$ cat src/rtl/pd_sleep_pkg.sv
package pd_sleep_pkg;
  typedef enum logic [1:0] {
    ST_AWAKE = 2'd0,
    ST_SLEEP = 2'd1,
    ST_ULP   = 2'd2
  } slp_state_e;
endpackage

$ cat src/rtl/pd_pin_sync.sv
module pd_pin_sync #(
  parameter int N = 1
) (
  input  logic         clk_i,
  input  logic         rst_ni,
  input  logic [N-1:0] pin_i,
  output logic [N-1:0] lvl_o
);
  // pins idle high, so reset to 1 to avoid a false edge
  for (genvar g = 0; g < N; g++) begin : g_bit
    logic s1, s2;
    always_ff @(posedge clk_i or negedge rst_ni) begin
      if (!rst_ni) begin
        s1 <= 1'b1;
        s2 <= 1'b1;
      end else begin
        s1 <= pin_i[g];
        s2 <= s1;
      end
    end
    assign lvl_o[g] = s2;
  end
endmodule

$ cat src/rtl/pd_fall_det.sv
module pd_fall_det #(
  parameter int N = 1
) (
  input  logic         clk_i,
  input  logic         rst_ni,
  input  logic [N-1:0] lvl_i,
  output logic [N-1:0] fall_o
);
  logic [N-1:0] prev_q;
  always_ff @(posedge clk_i or negedge rst_ni) begin
    if (!rst_ni) prev_q <= '1;
    else         prev_q <= lvl_i;
  end
  assign fall_o = prev_q & ~lvl_i;
endmodule

$ cat src/rtl/pd_pulse_gen.sv
module pd_pulse_gen #(
  parameter int PERIOD = 4,
  parameter int ON_CYC = 1
) (
  input  logic clk_i,
  input  logic rst_ni,
  input  logic en_i,
  output logic on_o
);
  localparam int CW = (PERIOD > 2) ? $clog2(PERIOD) : 1;
  localparam logic [CW-1:0] LAST = CW'(PERIOD - 1);
  localparam logic [CW-1:0] ONL  = CW'(ON_CYC);

  logic [CW-1:0] cnt_q;
  always_ff @(posedge clk_i or negedge rst_ni) begin
    if (!rst_ni)            cnt_q <= '0;
    else if (!en_i)         cnt_q <= '0;   // phase restarts on every entry
    else if (cnt_q == LAST) cnt_q <= '0;
    else                    cnt_q <= cnt_q + 1'b1;
  end
  assign on_o = en_i && (cnt_q < ONL);
endmodule

$ cat src/rtl/pd_sleep_fsm.sv
module pd_sleep_fsm
  import pd_sleep_pkg::*;
(
  input  logic       clk_i,
  input  logic       rst_ni,
  input  logic       sleep_fall_i,
  input  logic       wake_fall_i,
  input  logic       ulp_lvl_i,
  input  logic       power_on_i,
  output slp_state_e state_o
);
  slp_state_e st_q, st_d;

  always_comb begin
    st_d = st_q;
    unique case (st_q)
      ST_AWAKE: if (power_on_i && sleep_fall_i) st_d = ulp_lvl_i ? ST_SLEEP : ST_ULP;
      ST_SLEEP,
      ST_ULP:   if (!power_on_i || wake_fall_i) st_d = ST_AWAKE;
      default:  st_d = ST_AWAKE;
    endcase
  end

  always_ff @(posedge clk_i or negedge rst_ni) begin
    if (!rst_ni) st_q <= ST_AWAKE;
    else         st_q <= st_d;
  end
  assign state_o = st_q;
endmodule

$ cat src/rtl/pd_sleep_ctrl.sv
module pd_sleep_ctrl
  import pd_sleep_pkg::*;
#(
  parameter int CLK_HZ     = 25_000_000,
  parameter bit LED_FAST   = 1'b0,
  parameter int ULP_ON_MS  = 84,
  parameter int ULP_OFF_MS = 228
) (
  input  logic clk_i,
  input  logic rst_ni,
  input  logic sleep_ni,
  input  logic wake_ni,
  input  logic ulp_ni,
  input  logic power_on_i,
  input  logic therm_fault_i,
  output logic led_en_o,
  output logic mps_en_o,
  output logic pg_force_low_o,
  output logic ind_sink_off_o
);
  localparam int LED_HZ     = LED_FAST ? 15625 : 250;
  localparam int LED_PERIOD = CLK_HZ / LED_HZ;
  localparam int LED_ON     = LED_PERIOD / 4;
  localparam int SIG_ON     = (LED_PERIOD * 3) / 4;
  localparam int ULP_ON     = (CLK_HZ / 1000) * ULP_ON_MS;
  localparam int ULP_PERIOD = ULP_ON + (CLK_HZ / 1000) * ULP_OFF_MS;

  logic [2:0] lvl;
  logic [1:0] fall;
  slp_state_e st;
  logic asleep, led_on, nsig_on, usig_on;

  pd_pin_sync #(.N(3)) u_sync (
    .clk_i (clk_i),
    .rst_ni(rst_ni),
    .pin_i ({ulp_ni, wake_ni, sleep_ni}),
    .lvl_o (lvl)
  );

  pd_fall_det #(.N(2)) u_fall (
    .clk_i (clk_i),
    .rst_ni(rst_ni),
    .lvl_i (lvl[1:0]),
    .fall_o(fall)
  );

  pd_sleep_fsm u_fsm (
    .clk_i       (clk_i),
    .rst_ni      (rst_ni),
    .sleep_fall_i(fall[0]),
    .wake_fall_i (fall[1]),
    .ulp_lvl_i   (lvl[2]),
    .power_on_i  (power_on_i),
    .state_o     (st)
  );

  assign asleep = (st != ST_AWAKE);

  pd_pulse_gen #(.PERIOD(LED_PERIOD), .ON_CYC(LED_ON)) u_led (
    .clk_i(clk_i), .rst_ni(rst_ni), .en_i(asleep), .on_o(led_on)
  );

  pd_pulse_gen #(.PERIOD(LED_PERIOD), .ON_CYC(SIG_ON)) u_nsig (
    .clk_i(clk_i), .rst_ni(rst_ni), .en_i(st == ST_SLEEP), .on_o(nsig_on)
  );

  pd_pulse_gen #(.PERIOD(ULP_PERIOD), .ON_CYC(ULP_ON)) u_usig (
    .clk_i(clk_i), .rst_ni(rst_ni), .en_i(st == ST_ULP), .on_o(usig_on)
  );

  // fault masks the LED only; phase counter keeps running
  assign led_en_o       = led_on && !therm_fault_i;
  assign mps_en_o       = nsig_on || usig_on;
  assign pg_force_low_o = asleep;
  assign ind_sink_off_o = asleep;
endmodule

$ cat config.mk
export PLATFORM = sky130hd
export DESIGN_NAME = pd_sleep_ctrl
export DESIGN_NICKNAME = d
export VERILOG_FILES = /design/src/rtl/pd_sleep_pkg.sv /design/src/rtl/pd_pin_sync.sv /design/src/rtl/pd_fall_det.sv /design/src/rtl/pd_pulse_gen.sv /design/src/rtl/pd_sleep_fsm.sv /design/src/rtl/pd_sleep_ctrl.sv
export SDC_FILE = /design/constraint.sdc
export NUM_CORES = 1
export LEC_CHECK = 0
export BUFFER_PORTS_ARGS = -buffer_cell sky130_fd_sc_hd__buf_4
export CAP_MARGIN = 20
export CORE_ASPECT_RATIO = 1.2
export CORE_MARGIN = 5
export CORE_UTILIZATION = 60
export DETAILED_ROUTE_END_ITERATION = 10
export PLACE_DENSITY = 0.77
export SLEW_MARGIN = 10
export SYNTH_ARGS = -nofsm -noshare
export SYNTH_HDL_FRONTEND = slang
export SYNTH_SLANG_ARGS = --single-unit
$ cat constraint.sdc
create_clock -name clk_i -period 2.4 [get_ports clk_i]
set_input_delay 0.24 -clock clk_i [delete_from_list [all_inputs] [get_ports clk_i]]
set_output_delay 0.24 -clock clk_i [all_outputs]
set_load 0.02 [all_outputs]
==> results.md, run 1 <==
* Minimum clock period at 2.27 ns
* CP arrival at 2.03 ns
* Synthesized instance count at ~340
* Layout area overhead at 12.0%
* Final setup vio count at 0
* Post-route cell area at 0.00376 mm^2
* Switch share at 0.279
* Post-synthesis sequential element count at 67
* RSZ-0062 raised after global routing: no
* Max-slew headroom at 0.466
* Slew @ Worst Pin at ~0.8 ns
* Clock Skews at around 0.0068 ns
* Clock Sinks at 67
* Part of the power in registers at 0.436
* Drt initial violations at around 140
* Post-DR vias/cell at 5.92
* Layout cells sized above 1 at 0.125
* Achievable frequency at 0.441 GHz
* Worst Hold Class: in -> async
* Ys Warns at 0
* CP Class: reg -> out
* Final setup TNS at 0 ns
* # rows at 29
* Most frequent cells in the layout: 59 x dfrtp_1, 51 x nor2_1, 22 x xnor2_1, 20 x nand3_1, 19 x nand2_1
* Initial Util at 0.625
* Critical Path RT at 2.16 ns
* Gp weighted congestion at approximately 0.88
* Cells on worst reg2reg path at 6
* DRT Pass-1 Iters at 4
* DRC at 0
* Mapped Area at ~0.0034 mm^2
* First-pass GRT wire length at 11.0 mm
* Psw at 793 uW
* Fin crit share at 0.946
* Commonest non-fill, non-tap cell in the layout: dfrtp_1
* Maxcap violations at 0
* Worst Setup End Kind: primary output
* Post-Syn Nets at 351
* DR WL/cell at 14.7 um
* Worst R2R Start: u_usig.cnt_q[0]
* Fillers at 395
* Comb pwr share at 0.191
* Synth Area in Compound Gates at 0.0745
* CTS Root Buffer Type: clkbuf_8
* Vias at 2505
* Clk buf depth at 2
* Xor/xnor share of the synthesized area at 0.104
* Main combinational cell family by area after synthesis: simple AND/OR/NAND/NOR gates
* Status: finished, violations left
* CP Max Fanout at 4
* Initial antenna violation count at 0
* Post-Synth Simple-Gate Area at 0.264
* Final net count at about 370
* Register area share after synthesis at 0.502
* Reg2Reg Setup Slack at 0.26 ns
* Clock-pin slew on the worst setup and hold paths at 0.07 ns
* Leakage at ~0.0015 uW
* Fin Hold WS at -0.0132 ns
* Mux contribution to synthesized area at 0
* Clock insertion delay at the later pin of the skew report at 0.34 ns
* Final Hold Viols at 22
* Worst Setup Start Kind: register
* Synth unique cells at 42
* Avg Cell Area, Syn at about 10 um^2
* Synth area leaders: dfrtp_1 44%, dfstp_2 6.3%, xnor2_1 5.7%
* Pwr Total at 2840 uW
* PwrDens at 755 mW/mm^2
* Number of global-route vias before repair at 2496
* Worst vdd ir at a little over 0.0006 V
* Die width at 78.3 um
* Failing checks: negative hold slack
* Post-DRT Antenna Nets at 0
* Final setup margin at 0.130 ns
* Synth top area share at 0.440
* Chip Height at 91.9 um
* Global Route Usage Sum at 0.191
* Drt total wl at 6.22 mm
* Core Box Area at 0.00537 mm^2
* CTS Buf Count at 9
* Placed cell area at 0.00350 mm^2
* Post-synthesis cell type with the largest combined area: dfrtp_1
* CTS tree: done
* Setup WS pre-CTS at 0.321 ns
* HPWL Detailed at slightly above 4 mm
* Ant diodes at 0
* Pin count of the biggest net entering global routing at 68
* Synth Area in Adders at 0.0224
* Clock Power Share at 0.373
* H-Tree Depth at 3
* Critical R2R Capture: u_usig.cnt_q[19]
* Number of port buffers at 10
* Internal power at 2050 uW
* Ports at 11
* Count of final max-slew check failures at 0
* Die area at 0.00720 mm^2
* Overflow after GRT at 0
-- cell type report --
type / count / area (um^2) / share of cell area
Sequential cell: 67 / 1690 / 0.449
Multi-Input combinational cell: 247 / 1570 / 0.419
Clock buffer: 12 / 155 / 0.0413
Timing Repair Buffer: 18 / 143 / 0.0379
Tap cell: 62 / 77.6 / 0.0206
Clock inverter: 4 / 73.8 / 0.0196
Inverter: 13 / 48.8 / 0.0130
-- per-layer routing --
layer,part of all wire,GRT usage,vias to the layer above,routed length (um)
met5,0,0,-,0
met4,0.017,0.102,0,106
met3,0.033,0.0314,11,205
met2,0.48,0.316,38,2960
met1,0.47,0.240,1221,2950
li1,-,-,1235,-
-- synth_stat cells --
| master | number |
|---|---|
| dfstp_2 | 8 |
| ha_1 | 6 |
| a211o_1 | 2 |
| o21a_1 | 1 |
| a32oi_1 | 2 |
| nand2_1 | 19 |
| or2_1 | 2 |
| or3_1 | 8 |
| xnor2_1 | 22 |
| nor3_1 | 8 |
| or4_1 | 8 |
| xor2_1 | 18 |
| inv_1 | 13 |
| clkbuf_1 | 2 |
| a21oi_1 | 11 |
| nand3_2 | 1 |
| nand4_2 | 2 |
| nor2_1 | 51 |
| and2_1 | 1 |
| nor4b_1 | 1 |
| o21ai_0 | 9 |
| and4_1 | 5 |
| nor3b_1 | 5 |
| nor4_1 | 12 |
| nand4_1 | 12 |
| a221o_1 | 1 |
| buf_6 | 1 |
| nand2b_1 | 1 |
| dfrtp_1 | 59 |
| nand3_1 | 20 |
| buf_4 | 1 |
| o41ai_2 | 1 |
| nand3b_1 | 2 |
| or4b_1 | 3 |
| buf_2 | 7 |
| o211ai_1 | 1 |
| and3_1 | 2 |
| o31ai_1 | 5 |
| or4b_4 | 1 |
| o21bai_1 | 1 |
| a41o_1 | 2 |
| a21oi_2 | 1 |
-- critical path: stages (launching register included) --
cell and delay [ns]:
dfrtp_1 0.39, inv_1 0.11, ha_2 0.24, or4b_1 0.44, nor4_1 0.19, a221o_1 0.19
buf_4 0.14
-- state kept, by name, indices dropped and copies added (netlist names) --
| name | cells |
|---|---|
| u_sync.g_bit.s1 | 3 |
| u_sync.g_bit.s2 | 3 |
| u_usig.cnt_q | 23 |
| u_nsig.cnt_q | 17 |
| u_fall.prev_q | 2 |
| u_fsm.state_o | 2 |
| u_led.cnt_q | 17 |
-- power by group through the flow --
stage                     registers [uW]  clock network (uW)  logic [uW]
final                               1240                1060         543
after global routing                1250                1130         613
after CTS                           1230                1080         549
after detailed placement            1260                   0         541
after global placement              1250                   0         532
after floorplan                     1250                   0         357
-- what timing repair did --
item                                    CTS  global route
buffers inserted                          0             0
resized for setup                         0             1
endpoints found under the setup margin    0             1
hold buffers                              3             0
endpoints found under the hold margin     3             0
-- metrics by stage --
| step | std cells | utilization |
|---|---|---|
| after global routing | 423 | 0.700 |
| after detailed placement | 404 | 0.651 |
| after floorplan | 338 | - |
| after CTS | 423 | 0.699 |
| after global placement | 404 | 0.651 |
| final | 423 | 0.700 |
-- how the worst max path moves through the flow --
stage | startpoint | endpoint | depth (start not counted)
6_report | u_fsm.state_o[0] | mps_en_o | 6
5_1_grt | u_fsm.state_o[0] | mps_en_o | 6
4_1_cts | u_fsm.state_o[0] | mps_en_o | 6
3_5_place_dp | u_usig.cnt_q[0] | u_usig.cnt_q[10] | 6
3_3_place_gp | u_usig.cnt_q[0] | u_usig.cnt_q[19] | 6
2_1_floorplan | u_usig.cnt_q[0] | u_usig.cnt_q[3] | 6
-- cell families after synthesis --
group,count (synthesis)
flip-flops,67
AO/OA/AOI/OAI,37
adder cells (fa/ha/maj),6
XOR/XNOR,40
AND/OR/NAND/NOR,164
buffers and inverters,24
No activity file was read; power rests on OpenSTA's default activity.
==> run 2: changes to the inputs <==
Clock period 2.4 ns to 2.75 ns, I/O delays scaled along.
==> run 2 against run 1 <==
Effect of this change:
- the flow now finishes without violations
- worst setup slack improved by 0.23 ns
- total power decreased by 12%
- routed wire length increased by 1.1%
- combinational power decreased by 20%
- critical path depth unchanged
- die area unchanged
- final cell count decreased by 1.7%
- highest routed layer unchanged
==> results.md, run 2 (same netlist as run 1, synthesis figures left out) <==
* Status: finished, final reports clean
* Core Box Area at approximately 0.0054 mm^2
* CTS Buf Count at 9
* DRT Pass-1 Iters at 4
* Ant diodes at 0
* Layout cells sized above 1 at 0.113
* Cells on worst reg2reg path at 6
* H-Tree Depth at 3
* Switch share at 0.283
* Pin count of the biggest net entering global routing at 68
* Post-DRT Antenna Nets at 0
* CTS Root Buffer Type: clkbuf_8
* Clock Sinks at 67
* Comb pwr share at 0.174
* Worst setup startpoint: u_fsm.state_o[0]
* Hold Buf Count CTS at 0
* DR WL/cell at 15.1 um
* Final setup TNS at 0 ns
* Max stage delay on crit path at 0.46 ns
* Die width at just under 80 um
* Part of the power in registers at 0.431
* PwrDens at 673 mW/mm^2
* Slew @ Worst Pin at approximately 0.80 ns
* Clock Skews at around 0.0093 ns
* Layout area overhead at 10.5%
* Chip Height at 91.9 um
* Final net count at around 360
* Top Usage Layer GRT: met2
* Vias at 2523
* Initial Util at 0.625
* Crit-path cells: inv_1, ha_1, or4b_1, nor4_1, a221o_1, buf_4
* Final Hold Viols at 0
* Achievable frequency at around 0.42 GHz
* GR Layer Usage met2 at 0.296
* Die area at between 0.007 and 0.008 mm^2
* Worst Setup Start Kind: register
* Clk buf depth at 2
* Worst Hold Class: in -> async
* Final setup vio count at 0
* Count of final max-slew check failures at 0
* Drt initial violations at 209
* Biggest regs: u_usig.cnt_q x23, u_led.cnt_q x17, u_nsig.cnt_q x17
* Slowest stage cell, crit path: or4b_1
* Setup WS pre-CTS at 0.513 ns
* Clock insertion delay at the later pin of the skew report at 0.35 ns
* DRC at 0
* Drt total wl at between 6 and 7 mm
* HPWL Detailed at 4.11 mm
* Global Route Usage Sum at 0.188
* M1 GR Usage at 0.242
* Gp weighted congestion at 0.907
* Max-slew headroom at 0.467
* Worst vdd ir at 0.000507 V
* Ports at 11
* CTS tree: done
* Fin crit share at 0.871
* Number of global-route vias before repair at 2345
* # rows at 29
* Internal power at 1790 uW
* GR Util met3 at 0.0549
* Largest Register: u_usig.cnt_q
* Post-DR vias/cell at 6.06
* Post-route cell area at between 0.003 and 0.004 mm^2
* Postcts setup bufs at 0
* Worst R2R Start: u_usig.cnt_q[0]
* Maxcap violations at 0
* RSZ-0062 raised after global routing: no
* CP Class: reg -> out
* Post-CTS Resized at 0
* Worst Setup End Kind: primary output
* Number of port buffers at 10
* Number of flip-flops in the largest register at 23
* Initial antenna violation count at 0
* CP arrival at 2.12 ns
* CP Max Fanout at 4
* Clock Power Share at 0.395
* Leakage at 0.00147 uW
* Placed cell area at approximately 0.0035 mm^2
* Minimum clock period at 2.39 ns
* Clock-pin slew on the worst setup and hold paths at around 0.070 ns
* Final setup margin at 0.355 ns
* Overflow after GRT at 0
* Psw at 705 uW
* Commonest non-fill, non-tap cell in the layout: dfrtp_1
* Critical Path RT at between 2 and 2.5 ns
* First-pass GRT wire length at around 11 mm
* Most frequent cells in the layout: 59 x dfrtp_1, 51 x nor2_1, 22 x xnor2_1, 20 x nand3_1, 19 x nand2_1
==> run 2: critical path, delay by kind of cell, from the launching register on <==
kind	cells	cell delay [ns]
compound gates	1	0.21
fa+ha+maj	1	0.26
buf+inv	2	0.24
flops	1	0.38
simple gates	2	0.69
==> run 2: worst paths after layout <==
path,endpoint,slack (ns)
worst min register to register,u_sync.g_bit[1].s2,0.36
min in group clk_i,u_sync.g_bit[1].s1,0.03
max in group asynchronous,u_nsig.cnt_q[10],2.21
worst max-delay path,mps_en_o,0.36
worst min-delay path,u_usig.cnt_q[8],0.02
worst max register to register,u_usig.cnt_q[6],0.49
==> run 2: power groups by stage <==
stage	Clock (uW)	Combinational (uW)	Sequential [uW]
global placement	0	426	1090
global route	1050	486	1080
floorplan	0	312	1090
finish	986	434	1080
CTS	1000	437	1080
detailed placement	0	432	1100
==> run 2: stage by stage <==
stage           util  instances  total power (uW)  hold WS (ns)
6_report       0.691        416              2500        0.0182
5_1_grt        0.691        416              2620       0.00715
4_1_cts        0.691        416              2520        0.0168
3_5_place_dp   0.646        400              1530         0.347
3_3_place_gp   0.646        400              1520         0.347
2_1_floorplan      -        338              1400       -0.0206
==> run 2: area by class of cell <==
cell class / count / area, um^2
clock buffers: 10 / 128
clock inverters: 6 / 115
fillers: 417 / 1660
inverters: 13 / 48.8
multi-input cells: 247 / 1570
flip-flops and latches: 67 / 1690
well taps: 62 / 77.6
repair buffers: 11 / 82.6
==> run 2: routing by layer <==
metal / part of all wire / routed length, um
met1: 0.46 / 2870
met2: 0.48 / 3020
met3: 0.042 / 261
met4: 0.021 / 135
met5: 0 / 0
